### config.mk
export PLATFORM = sky130hd
export DESIGN_NAME = rtc_divider
export DESIGN_NICKNAME = d
export VERILOG_FILES = /design/src/rtl/rtc_div_pkg.sv /design/src/rtl/rtc_div_mode_dec.sv /design/src/rtl/rtc_div_chain.sv /design/src/rtl/rtc_div_pflag.sv /design/src/rtl/rtc_divider.sv
export SDC_FILE = /design/constraint.sdc
export NUM_CORES = 1
export LEC_CHECK = 0
export BUFFER_PORTS_ARGS = -buffer_cell sky130_fd_sc_hd__buf_4
export CAP_MARGIN = 20
export CELL_PAD_IN_SITES_DETAIL_PLACEMENT = 0
export CELL_PAD_IN_SITES_GLOBAL_PLACEMENT = 1
export CORE_MARGIN = 3
export CORE_UTILIZATION = 40
export DETAILED_ROUTE_END_ITERATION = 8
export PLACE_DENSITY = 0.83
export SETUP_SLACK_MARGIN = 0.5
export SLEW_MARGIN = 0
export SYNTH_ARGS = -nofsm -noshare
export SYNTH_HDL_FRONTEND = slang
export SYNTH_SLANG_ARGS = --single-unit
### constraint.sdc
create_clock -name clk -period 3.9 [get_ports clk]
set_input_delay 0.585 -clock clk [delete_from_list [all_inputs] [get_ports clk]]
set_output_delay 0.585 -clock clk [all_outputs]
set_load 0.02 [all_outputs]
### src/rtl/rtc_div_pkg.sv
package rtc_div_pkg;
  typedef enum logic [1:0] {
    DIV_RUN   = 2'd0,
    DIV_HOLD  = 2'd1,
    DIV_CLEAR = 2'd2
  } div_mode_e;

  localparam logic [2:0] CTL_RUN = 3'b010;
endpackage

### src/rtl/rtc_div_mode_dec.sv
module rtc_div_mode_dec
  import rtc_div_pkg::*;
(
  input  logic [2:0] ctl_i,
  output div_mode_e  mode_o
);
  always_comb begin
    if (ctl_i[2:1] == 2'b11)   mode_o = DIV_CLEAR;
    else if (ctl_i == CTL_RUN) mode_o = DIV_RUN;
    else                       mode_o = DIV_HOLD;
  end
endmodule

### src/rtl/rtc_div_chain.sv
module rtc_div_chain
  import rtc_div_pkg::*;
#(
  parameter int STAGES = 15
) (
  input  logic              clk,
  input  logic              rst_n,
  input  div_mode_e         mode_i,
  input  logic              osc_en_i,
  output logic [STAGES-1:0] rise_o
);
  logic [STAGES-1:0] cnt_q;
  logic [STAGES-1:0] cnt_nxt;
  logic              step;

  assign step    = (mode_i == DIV_RUN) && osc_en_i;
  assign cnt_nxt = cnt_q + 1'b1;

  for (genvar b = 0; b < STAGES; b++) begin : g_edge
    assign rise_o[b] = step && !cnt_q[b] && cnt_nxt[b];
  end

  always_ff @(posedge clk or negedge rst_n) begin
    if (!rst_n)                   cnt_q <= '0;
    else if (mode_i == DIV_CLEAR) cnt_q <= '0;
    else if (step)                cnt_q <= cnt_nxt;
  end


  clear_zero_chk: assert property (@(posedge clk) disable iff (!rst_n)
    (mode_i == DIV_CLEAR) |=> (cnt_q == '0));

  hold_stable_chk: assert property (@(posedge clk) disable iff (!rst_n)
    (mode_i == DIV_HOLD) |=> $stable(cnt_q));

  idle_osc_chk: assert property (@(posedge clk) disable iff (!rst_n)
    (mode_i == DIV_RUN && !osc_en_i) |=> $stable(cnt_q));

  one_edge_chk: assert property (@(posedge clk) disable iff (!rst_n)
    $countones(rise_o) <= 1);
endmodule

### src/rtl/rtc_div_pflag.sv
module rtc_div_pflag #(
  parameter int STAGES = 15,
  parameter int RATE_W = 4
) (
  input  logic              clk,
  input  logic              rst_n,
  input  logic [STAGES-1:0] rise_i,
  input  logic [RATE_W-1:0] rate_i,
  input  logic              clr_i,
  output logic              flag_o
);
  logic hit;
  logic flag_q;

  always_comb begin
    hit = 1'b0;
    for (int b = 0; b < STAGES; b++) begin
      if (rate_i == RATE_W'(b + 1) && rise_i[b]) hit = 1'b1;
    end
  end

  always_ff @(posedge clk or negedge rst_n) begin
    if (!rst_n)     flag_q <= 1'b0;
    else if (hit)   flag_q <= 1'b1;
    else if (clr_i) flag_q <= 1'b0;
  end

  assign flag_o = flag_q;


  rate_off_chk: assert property (@(posedge clk) disable iff (!rst_n)
    (rate_i == '0 && !flag_q) |=> !flag_q);

  sticky_chk: assert property (@(posedge clk) disable iff (!rst_n)
    (flag_q && !clr_i) |=> flag_q);

  set_wins_chk: assert property (@(posedge clk) disable iff (!rst_n)
    hit |=> flag_q);
endmodule

### src/rtl/rtc_divider.sv
module rtc_divider
  import rtc_div_pkg::*;
#(
  parameter int STAGES = 15,
  parameter int RATE_W = $clog2(STAGES + 1)
) (
  input  logic              clk,
  input  logic              rst_n,
  input  logic              osc_en_i,
  input  logic [2:0]        div_ctl_i,
  input  logic [RATE_W-1:0] rate_i,
  input  logic              flag_clr_i,
  output logic              tick_1hz_o,
  output logic              pflag_o
);
  localparam int TOP = STAGES - 1;

  div_mode_e         mode;
  logic [STAGES-1:0] rise;
  logic              tick_q;

  rtc_div_mode_dec u_dec (
    .ctl_i  (div_ctl_i),
    .mode_o (mode)
  );

  rtc_div_chain #(.STAGES(STAGES)) u_chain (
    .clk      (clk),
    .rst_n    (rst_n),
    .mode_i   (mode),
    .osc_en_i (osc_en_i),
    .rise_o   (rise)
  );

  rtc_div_pflag #(.STAGES(STAGES), .RATE_W(RATE_W)) u_pflag (
    .clk    (clk),
    .rst_n  (rst_n),
    .rise_i (rise),
    .rate_i (rate_i),
    .clr_i  (flag_clr_i),
    .flag_o (pflag_o)
  );

  always_ff @(posedge clk or negedge rst_n) begin
    if (!rst_n) tick_q <= 1'b0;
    else        tick_q <= rise[TOP];
  end

  assign tick_1hz_o = tick_q;


  tick_pulse_chk: assert property (@(posedge clk) disable iff (!rst_n)
    tick_q |=> !tick_q);

  clear_quiet_chk: assert property (@(posedge clk) disable iff (!rst_n)
    (mode != DIV_RUN) |=> !tick_q);
endmodule

==> flow_metrics.tcl, run 1 <==
set metrics [dict create \
    outcome "finished clean" \
    avgSynthCellArea_um2 8.93 \
    relSlewSlack 0.812 \
    cts_tree "yes" \
    nNetsFinal 149 \
    num_rows 18 \
    fillers 266 \
    synth-seq-cells 17 \
    startpoint_type "register" \
    num_antenna_cells 0 \
    wl_per_cell_um 14.8 \
    path_class "reg2reg" \
    grt_overflow 0 \
    cts_inserted_buffers 3 \
    netlist_instances 126 \
    yosysTopAreaCellShare 0.378 \
    cts_setup_buffers 0 \
    finalCriticalPeriod_ns 1.84 \
    grt_pass1_vias 916 \
    pwr_density_cell_nw_per_um2 250 \
    synthArstFlopShare 1.00 \
    critPathBufInv 0 \
    drv_slew 0 \
    maxCapViolCount 0 \
    hold_viol 0 \
    clkSlewWorstSetupHoldPaths_ns 0.11 \
    drc_errors 0 \
    drtAntennaViolNets 0 \
    ir_drop_v 0.000198 \
    seq_area_frac_synth 0.378 \
    clockBufferDepth 2 \
    portBuffers 12 \
    clk_latency_ns 0.30 \
    layout-drive-gt1-share 0.206 \
    min_path_type "in2async" \
    final.setup.tns_ns 0 \
    yosysTopAreaCell "dfrtp_1" \
    start_util 0.438 \
    die_y_um 59.0 \
    max_freq_mhz 544 \
    worst_pin_slew_ns 0.279 \
    cts_hold_buf 0 \
    dieWidth_um 59.0 \
    syn-num-nets 138 \
    layout.cells.non_filler 166 \
    critPathMaxStageDelay_ns 0.45 \
    via_per_inst 5.62 \
    final_common_cell "dfrtp_1" \
    fp.coreArea_um2 2570 \
    post_cts_resized 0 \
    antenna_found_initial 0 \
    layout_common_cells "17 x dfrtp_1, 16 x nor2_1, 14 x nand2_1" \
    syn_to_final_growth_pct 10.7 \
    finalCritPeriodShare 0.472 \
    clock_skew_ns 0.0126 \
    yosys_warnings 0 \
    cp_max_fo 5 \
    cp.arrival_ns 2.02 \
    die-area_um2 3480 \
    synth_ff_type "dfrtp_1" \
    synth_area_leaders "dfrtp_1 38%, nor2_1 5.3%, nand2_1 4.7%" \
    clock-sinks 17 \
    path_cells "ha_1 > and2_2 > a41o_1 > a32oi_1 > a311o_2 > nand4_1" \
    synth_edf_count 0 \
    synth_cell_type_count 44 \
    io_pins 13 \
    root_buffer "clkbuf_4" \
    cts_max_level 1 \
    netlist_area_um2 1120 \
    drtPass1Iterations 4 \
    grt_max_degree 18 \
    end_kind "register" \
    dp_cells 162 \
    globalplace.congestion 0.828 \
    leakage_nw 0.522 \
    grt_use_total 0.159 \
    rsz0062_at_grt "false" \
    drt_iter0_drc 59 \
    path_delay_family "compound AO/OA/AOI/OAI gates" \
    vias 933 \
    critical_path_required_ns 4.08 \
    crit_slowest_cell "dfrtp_1" \
    dp_hpwl_mm 1.86 \
    wl_mm 2.46 \
    grt_pass1_wl_mm 4.14 \
    setup_viol 0 \
]
[power by group]
part	internal (W)	switching [W]	total (W)
clock	0.0000383	0.0000595	0.0000978
sequential	0.000178	0.00000224	0.000180
combinational	0.0000141	0.0000188	0.0000329
[final timing paths]
| kind | from | endpoint | slack, ns | cells past startpoint |
|---|---|---|---|---|
| worst min register to register | u_chain.cnt_q[14]$_DFFE_PN0P_ | tick_1hz_o$_DFF_PN0_ | 0.48 | 1 |
| worst max-delay path | u_chain.cnt_q[0]$_DFFE_PN0P_ | u_pflag.flag_o$_DFFE_PN0P_ | 2.06 | 6 |
| worst max register to register | u_chain.cnt_q[0]$_DFFE_PN0P_ | u_pflag.flag_o$_DFFE_PN0P_ | 2.06 | 6 |
| min in group clk | u_chain.cnt_q[14]$_DFFE_PN0P_ | tick_1hz_o$_DFF_PN0_ | 0.48 | 1 |
| max in group asynchronous | rst_n | u_chain.cnt_q[6]$_DFFE_PN0P_ | 3.58 | 1 |
| worst min-delay path | rst_n | tick_1hz_o$_DFF_PN0_ | 0.12 | 1 |
[cells in the mapped netlist (3+ instances only)]
cell      number
nor3_2         3
a21oi_1        3
nor3_1         3
xor2_1         4
nand3b_1       3
dfrtp_1       17
xnor2_1        5
inv_1          3
nor2_1        16
o21ai_0        5
nand3_1        9
nand2_1       14
[kinds of logic (layout without fill, tap and decap cells)]
logic type | after synthesis | after routing | synth area share
and+or+nand+nor | 70 | 70 | 0.377
AOI/OAI and AO/OA | 19 | 19 | 0.113
DFF | 17 | 17 | 0.378
xor gates and xnor gates | 9 | 9 | 0.0701
buffers and inverters | 9 | 19 | 0.0412
adders and majority gates | 1 | 1 | 0.0111
muxes | 1 | 1 | 0.00890
[cell type report]
class,count,area (um^2),share of cell area
multi-input cells,100,653,0.525
flip-flops and latches,17,425,0.342
repair buffers,12,90.1,0.0724
well taps,30,37.5,0.0302
clock buffers,3,22.5,0.0181
inverters,3,11.3,0.00905
clock inverters,1,5.00,0.00402
[metrics by stage]
step                area (um^2)   util  power [W]  setup WS [ns]  hold WS, ns
floorplan                  1120      -   0.000199           2.21        0.289
global placement           1220  0.474   0.000216           2.08        0.460
detailed placement         1220  0.474   0.000217           2.03        0.465
CTS                        1240  0.485   0.000318           2.08        0.118
global route               1240  0.485   0.000325           1.99        0.125
finish                     1240  0.485   0.000311           2.06        0.122
[sequential cells by signal (all words and copies together), names as in the netlist]
register,cells
u_chain.cnt_q,15
u_pflag.flag_o,1
tick_1hz_o,1
[per-layer routing]
metal / vias to the layer above / part of all wire / wire length [um] / track usage
li1: 470 / - / - / -
met1: 426 / 0.46 / 1130 / 0.209
met2: 33 / 0.47 / 1160 / 0.249
met3: 4 / 0.061 / 151 / 0.0414
met4: 0 / 0.0077 / 19 / 0.0583
met5: - / 0 / 0 / 0
(Power assumes the default switching activity.)
==> inputs of run 2 (changes only) <==
--- a/config.mk
+++ b/config.mk
@@ -10,9 +10,9 @@
 export CELL_PAD_IN_SITES_DETAIL_PLACEMENT = 0
 export CELL_PAD_IN_SITES_GLOBAL_PLACEMENT = 1
 export CORE_MARGIN = 3
-export CORE_UTILIZATION = 40
+export CORE_UTILIZATION = 39
 export DETAILED_ROUTE_END_ITERATION = 8
-export PLACE_DENSITY = 0.83
+export PLACE_DENSITY = 0.84
 export SETUP_SLACK_MARGIN = 0.5
 export SLEW_MARGIN = 0
 export SYNTH_ARGS = -nofsm -noshare
==> constraint.sdc (replaced) <==
create_clock -name clk -period 1.5 [get_ports clk]
set_input_delay 0.225 -clock clk [delete_from_list [all_inputs] [get_ports clk]]
set_output_delay 0.225 -clock clk [all_outputs]
set_load 0.02 [all_outputs]
==> run 2 against run 1 <==
The flow now finishes with violations (setup timing); maximum frequency rose by 17%; sequential power rose to 2.6 times the previous value; final cell count rose by 17%; total power rose to 2.7 times the previous value; flip-flop and latch count unchanged; die area grew 2.3%; combinational power rose to 3.6 times the previous value; largest cell class unchanged; highest routed layer unchanged.
==> flow_metrics.tcl, run 2 (synthesis gave the netlist of run 1 again) <==
set metrics [dict create \
    top_layer "met4" \
    num_rows 18 \
    hold_viol 0 \
    cts_max_level 1 \
    vias 1110 \
    finalCritPeriodShare 1.05 \
    dp_cells 177 \
    clockBufferDepth 2 \
    drtPass1Iterations 6 \
    largest-register "u_chain.cnt_q" \
    post-place-ws_ns -0.0597 \
    largest_reg_flops 15 \
    cp.arrival_ns 1.76 \
    cts_inserted_buffers 3 \
    critical_path_required_ns 1.69 \
    cp_max_fo 6 \
    r2r_setup_slack_ns -0.07 \
    worst_pin_slew_ns 0.266 \
    grt_max_degree 18 \
    drc_errors 0 \
    wl_met3_um 216 \
    ir_drop_v 0.000370 \
    root_buffer "clkbuf_4" \
    m1WireLength_mm 1.29 \
    violations "setup timing" \
    drv_slew 0 \
    fp.coreArea_um2 2610 \
    clock_skew_ns 0.00462 \
    grt_pass1_vias 1078 \
    syn_to_final_growth_pct 47.6 \
    fillers 208 \
    clkSlewWorstSetupHoldPaths_ns 0.11 \
    leakage_nw 0.740 \
    setup_viol 7 \
    portBuffers 12 \
    grt_use_total 0.181 \
    layout-drive-gt1-share 0.439 \
    end_kind "register" \
    wl_per_cell_um 15.4 \
    clk_latency_ns 0.30 \
    dieWidth_um 59.7 \
    fin_area_um2 1660 \
    nNetsFinal 177 \
    io_pins 13 \
    grt_overflow 0 \
    globalplace.congestion 0.817 \
    start_util 0.431 \
    layout.cells.non_filler 194 \
    via_per_inst 5.72 \
    rsz0062_at_grt "true" \
    clock-sinks 17 \
    outcome "finished, violations left" \
    maxCapViolCount 0 \
    pwr_density_cell_nw_per_um2 510 \
    finalCriticalPeriod_ns 1.57 \
    finalWorstSetupSlack_ns -0.0688 \
    die-area_um2 3560 \
    min_path_type "in2reg" \
    relSlewSlack 0.822 \
    antenna_found_initial 0 \
    wl_met2_mm 1.43 \
    grt_pass1_wl_mm 4.90 \
    path_class "reg2reg" \
    final_common_cell "buf_4" \
    layout_common_cells "29 x buf_4, 16 x dfrtp_1, 15 x nor2_1" \
    num_antenna_cells 0 \
    power_w 0.000846 \
    startpoint_type "register" \
    drt_iter0_drc 25 \
    max_freq_mhz 637 \
    cts_tree "yes" \
    wl_mm 2.99 \
    dp_hpwl_mm 2.01 \
    dpl_cell_area_um2 1370 \
    drtAntennaViolNets 0 \
    die_y_um 59.7 \
]
## run 2: where the power goes
group          internal [W]  leakage, nW  total (W)  switching (W)
registers          0.000462        0.235   0.000468     0.00000576
clock network      0.000104       0.0150   0.000260       0.000156
logic             0.0000566        0.490   0.000118      0.0000618
## run 2: cell type report
type | instances | area [um^2] | area share
clock buffers | 4 | 26.3 | 0.0158
inverters | 3 | 11.3 | 0.00678
multi-input cells | 100 | 810 | 0.488
flip-flops and latches | 17 | 427 | 0.257
well taps | 30 | 37.5 | 0.0226
repair buffers | 40 | 349 | 0.210
## run 2: critical path, cell delays in order, from the launching register on
cell     delay, ns
dfrtp_1       0.43
ha_4          0.17
and2_4        0.18
buf_6         0.11
nand4_4       0.18
nor3_4        0.19
xnor2_1       0.13
nor2_1        0.06
## run 2: final timing paths
path,start,cells after the start,to
max in group asynchronous,rst_n,2,u_chain.cnt_q[10]$_DFFE_PN0P_
worst min-delay path,rate_i[3],3,u_pflag.flag_o$_DFFE_PN0P_
worst min register to register,u_chain.cnt_q[14]$_DFFE_PN0P_,1,tick_1hz_o$_DFF_PN0_
worst max register to register,u_chain.cnt_q[0]$_DFFE_PN0P_,7,u_chain.cnt_q[14]$_DFFE_PN0P_
worst max-delay path,u_chain.cnt_q[0]$_DFFE_PN0P_,7,u_chain.cnt_q[14]$_DFFE_PN0P_
min in group asynchronous,rst_n,2,u_chain.cnt_q[0]$_DFFE_PN0P_
## run 2: through the flow
step	hold WS [ns]	utilization	TNS, ns
after floorplan	-0.0706	-	0
after global placement	0.100	0.523	0
after detailed placement	0.101	0.523	-0.0613
after CTS	0.293	0.597	-0.0532
after global routing	0.313	0.636	-0.723
final	0.284	0.636	-0.285
## run 2: metal layers
metal  vias up  global-route usage
li1        524                   -
met3         9              0.0410
met4         0              0.0665
met1       538               0.255
met5         -                   0
met2        39               0.269
## run 2: timing repair
action | in CTS | in global routing
endpoints found under the hold margin | 17 | 0
pin swaps | 15 | 9
setup buffers | 9 | 3
hold buffers | 1 | 0
setup endpoints to repair | 17 | 17
resized for setup | 20 | 14
==> inputs of run 3 (changes only) <==
==> constraint.sdc (replaced) <==
create_clock -name clk -period 1.35 [get_ports clk]
set_input_delay 0.2025 -clock clk [delete_from_list [all_inputs] [get_ports clk]]
set_output_delay 0.2025 -clock clk [all_outputs]
set_load 0.02 [all_outputs]
==> run 3 against run 2 <==
The run still ends with setup timing left; largest cell class unchanged; largest power group unchanged; clock skew grew 0.014 ns; flip-flop and latch count is the same; critical path depth is the same; combinational power grew 17%; clock-buffer cell count is the same; maximum frequency grew 3.3%; die area is the same; total power grew 12%.
==> flow_metrics.tcl, run 3 (synthesis gave the netlist of run 1 again) <==
set metrics [dict create \
    outcome "finished, violations left" \
    violations "setup timing" \
    wl_mm 2.95 \
    drtAntennaViolNets 0 \
    num_rows 18 \
    post-place-ws_ns -0.192 \
    grt_max_degree 18 \
    critPathMaxStageDelay_ns 0.42 \
    grt_overflow 0 \
    portBuffers 12 \
    fp.coreArea_um2 2610 \
    start_util 0.431 \
    ff2ff_path_depth 7 \
    drv_slew 0 \
    hold_end "u_pflag.flag_o$_DFFE_PN0P_" \
    p_sw_frac 0.266 \
    clock_skew_ns 0.0182 \
    clkSlewWorstSetupHoldPaths_ns 0.12 \
    p_clk_frac 0.306 \
    path_cells "ha_4 > and2_4 > buf_6 > nand4_4 > buf_6 > xor2_1 > nor2_1" \
    hold_viol 0 \
    pwr_density_cell_nw_per_um2 602 \
    dieWidth_um 59.7 \
    crit_start "u_chain.cnt_q[0]$_DFFE_PN0P_" \
    clk_latency_ns 0.31 \
    r2r-start "u_chain.cnt_q[0]$_DFFE_PN0P_" \
    fin_util 0.603 \
    vias 1065 \
    fin_area_um2 1580 \
    dpl_cell_area_um2 1400 \
    grt_pass1_vias 1025 \
    grt_use_total 0.187 \
    worst_pin_slew_ns 0.363 \
    finalCriticalPeriod_ns 1.52 \
    relSlewSlack 0.758 \
    end_kind "register" \
    layout-drive-gt1-share 0.440 \
    drc_errors 0 \
    grt_use_met1 0.261 \
    layout.cells.non_filler 189 \
    die_y_um 59.7 \
    cts_tree "yes" \
    grt_most_used_layer "met2" \
    seq_area_um2 428 \
    dp_hpwl_mm 2.11 \
    cts_max_level 1 \
    finalWorstSetupSlack_ns -0.169 \
    r2r_setup_slack_ns -0.17 \
    dp_cells 180 \
    die-area_um2 3560 \
    nNetsFinal 172 \
    met3_usage 0.0454 \
    r2r-end "u_chain.cnt_q[8]$_DFFE_PN0P_" \
    critPathBufInv 2 \
    hold-worst-slack_ns 0.256 \
    rsz0062_at_grt "true" \
    drtPass1Iterations 4 \
    crit_slowest_cell "dfrtp_1" \
    p_seq_frac 0.548 \
    io_pins 13 \
    min-delay-start "rate_i[3]" \
    max_freq_mhz 658 \
    root_buffer "clkbuf_4" \
    cp_max_fo 5 \
    via_per_inst 5.63 \
    clock-sinks 17 \
    clockBufferDepth 2 \
    globalplace.congestion 0.872 \
    path_delay_family "flip-flops" \
    critical_path_required_ns 1.53 \
    cp.arrival_ns 1.69 \
    antenna_found_initial 0 \
    cts_inserted_buffers 3 \
    intPower_w 0.000696 \
    largest_reg_flops 15 \
    wl_per_cell_um 15.6 \
    combPwrFrac 0.145 \
    p_sw_w 0.000252 \
    startpoint_type "register" \
    final_common_cell "buf_4" \
    multi_input_area_um2 785 \
    path_class "reg2reg" \
    grt_pass1_wl_mm 4.93 \
    fillers 221 \
    gr-usage-met2 0.273 \
    syn_to_final_growth_pct 40.0 \
    maxCapViolCount 0 \
    drt_iter0_drc 38 \
    cp_common_cell "buf_6" \
    ir_drop_v 0.000375 \
    finalCritPeriodShare 1.13 \
    setup_viol 10 \
    min_path_cells 3 \
    layout_common_cells "28 x buf_4, 15 x dfrtp_1, 14 x nor2_1" \
    min_path_type "in2reg" \
    num_antenna_cells 0 \
    leakage_nw 0.677 \
    largest-register "u_chain.cnt_q" \
]
==> run 3: worst max-delay path by stage <==
| stage | to | slack, ns | depth (start not counted) |
|---|---|---|---|
| finish | u_chain.cnt_q[8]$_DFFE_PN0P_ | -0.17 | 7 |
| global route | u_chain.cnt_q[14]$_DFFE_PN0P_ | -0.26 | 7 |
| CTS | u_pflag.flag_o$_DFFE_PN0P_ | -0.16 | 6 |
| detailed placement | u_pflag.flag_o$_DFFE_PN0P_ | -0.19 | 6 |
| global placement | u_pflag.flag_o$_DFFE_PN0P_ | -0.14 | 6 |
| floorplan | u_pflag.flag_o$_DFFE_PN0P_ | -0.14 | 6 |
==> run 3: through the flow <==
| stage | total power [W] | TNS (ns) |
|---|---|---|
| after floorplan | 0.000580 | -0.186 |
| after global placement | 0.000647 | -0.379 |
| after detailed placement | 0.000650 | -0.644 |
| after CTS | 0.000949 | -0.818 |
| after global routing | 0.00100 | -1.88 |
| final | 0.000948 | -0.977 |
==> run 3: layout make-up <==
type                    instances  share of cell area
repair buffers                 35               0.183
clock buffers                   4              0.0167
well taps                      30              0.0238
flip-flops and latches         17               0.272
multi-input cells             100               0.498
inverters                       3             0.00715
==> run 3: per-layer routing <==
metal	share of wire	wire length, um	vias to the layer above
met5	0	0	-
met4	0.025	73	0
met3	0.053	157	9
met2	0.48	1410	22
met1	0.44	1310	518
li1	-	-	516
==> run 3: power groups by stage <==
stage,Clock (W),Sequential [W],Combinational (W)
2_1_floorplan,0,0.000531,0.0000484
3_3_place_gp,0,0.000529,0.000118
3_5_place_dp,0,0.000530,0.000120
4_1_cts,0.000305,0.000520,0.000124
5_1_grt,0.000332,0.000521,0.000152
6_report,0.000290,0.000520,0.000138
==> run 3: timing repair <==
item / CTS / global route
setup buffers: 2 / 2
resized for setup: 12 / 14
pin swaps: 2 / 5
endpoints found under the hold margin: 17 / 0
hold buffers: 1 / 0
setup endpoints to repair: 18 / 19
==> run 3: worst reg2reg max path, stage by stage (launching register included) <==
cell and delay [ns]:
dfrtp_1 0.42, ha_4 0.16, and2_4 0.16, buf_6 0.10, nand4_4 0.17, buf_6 0.19, xor2_1 0.13, nor2_1 0.06
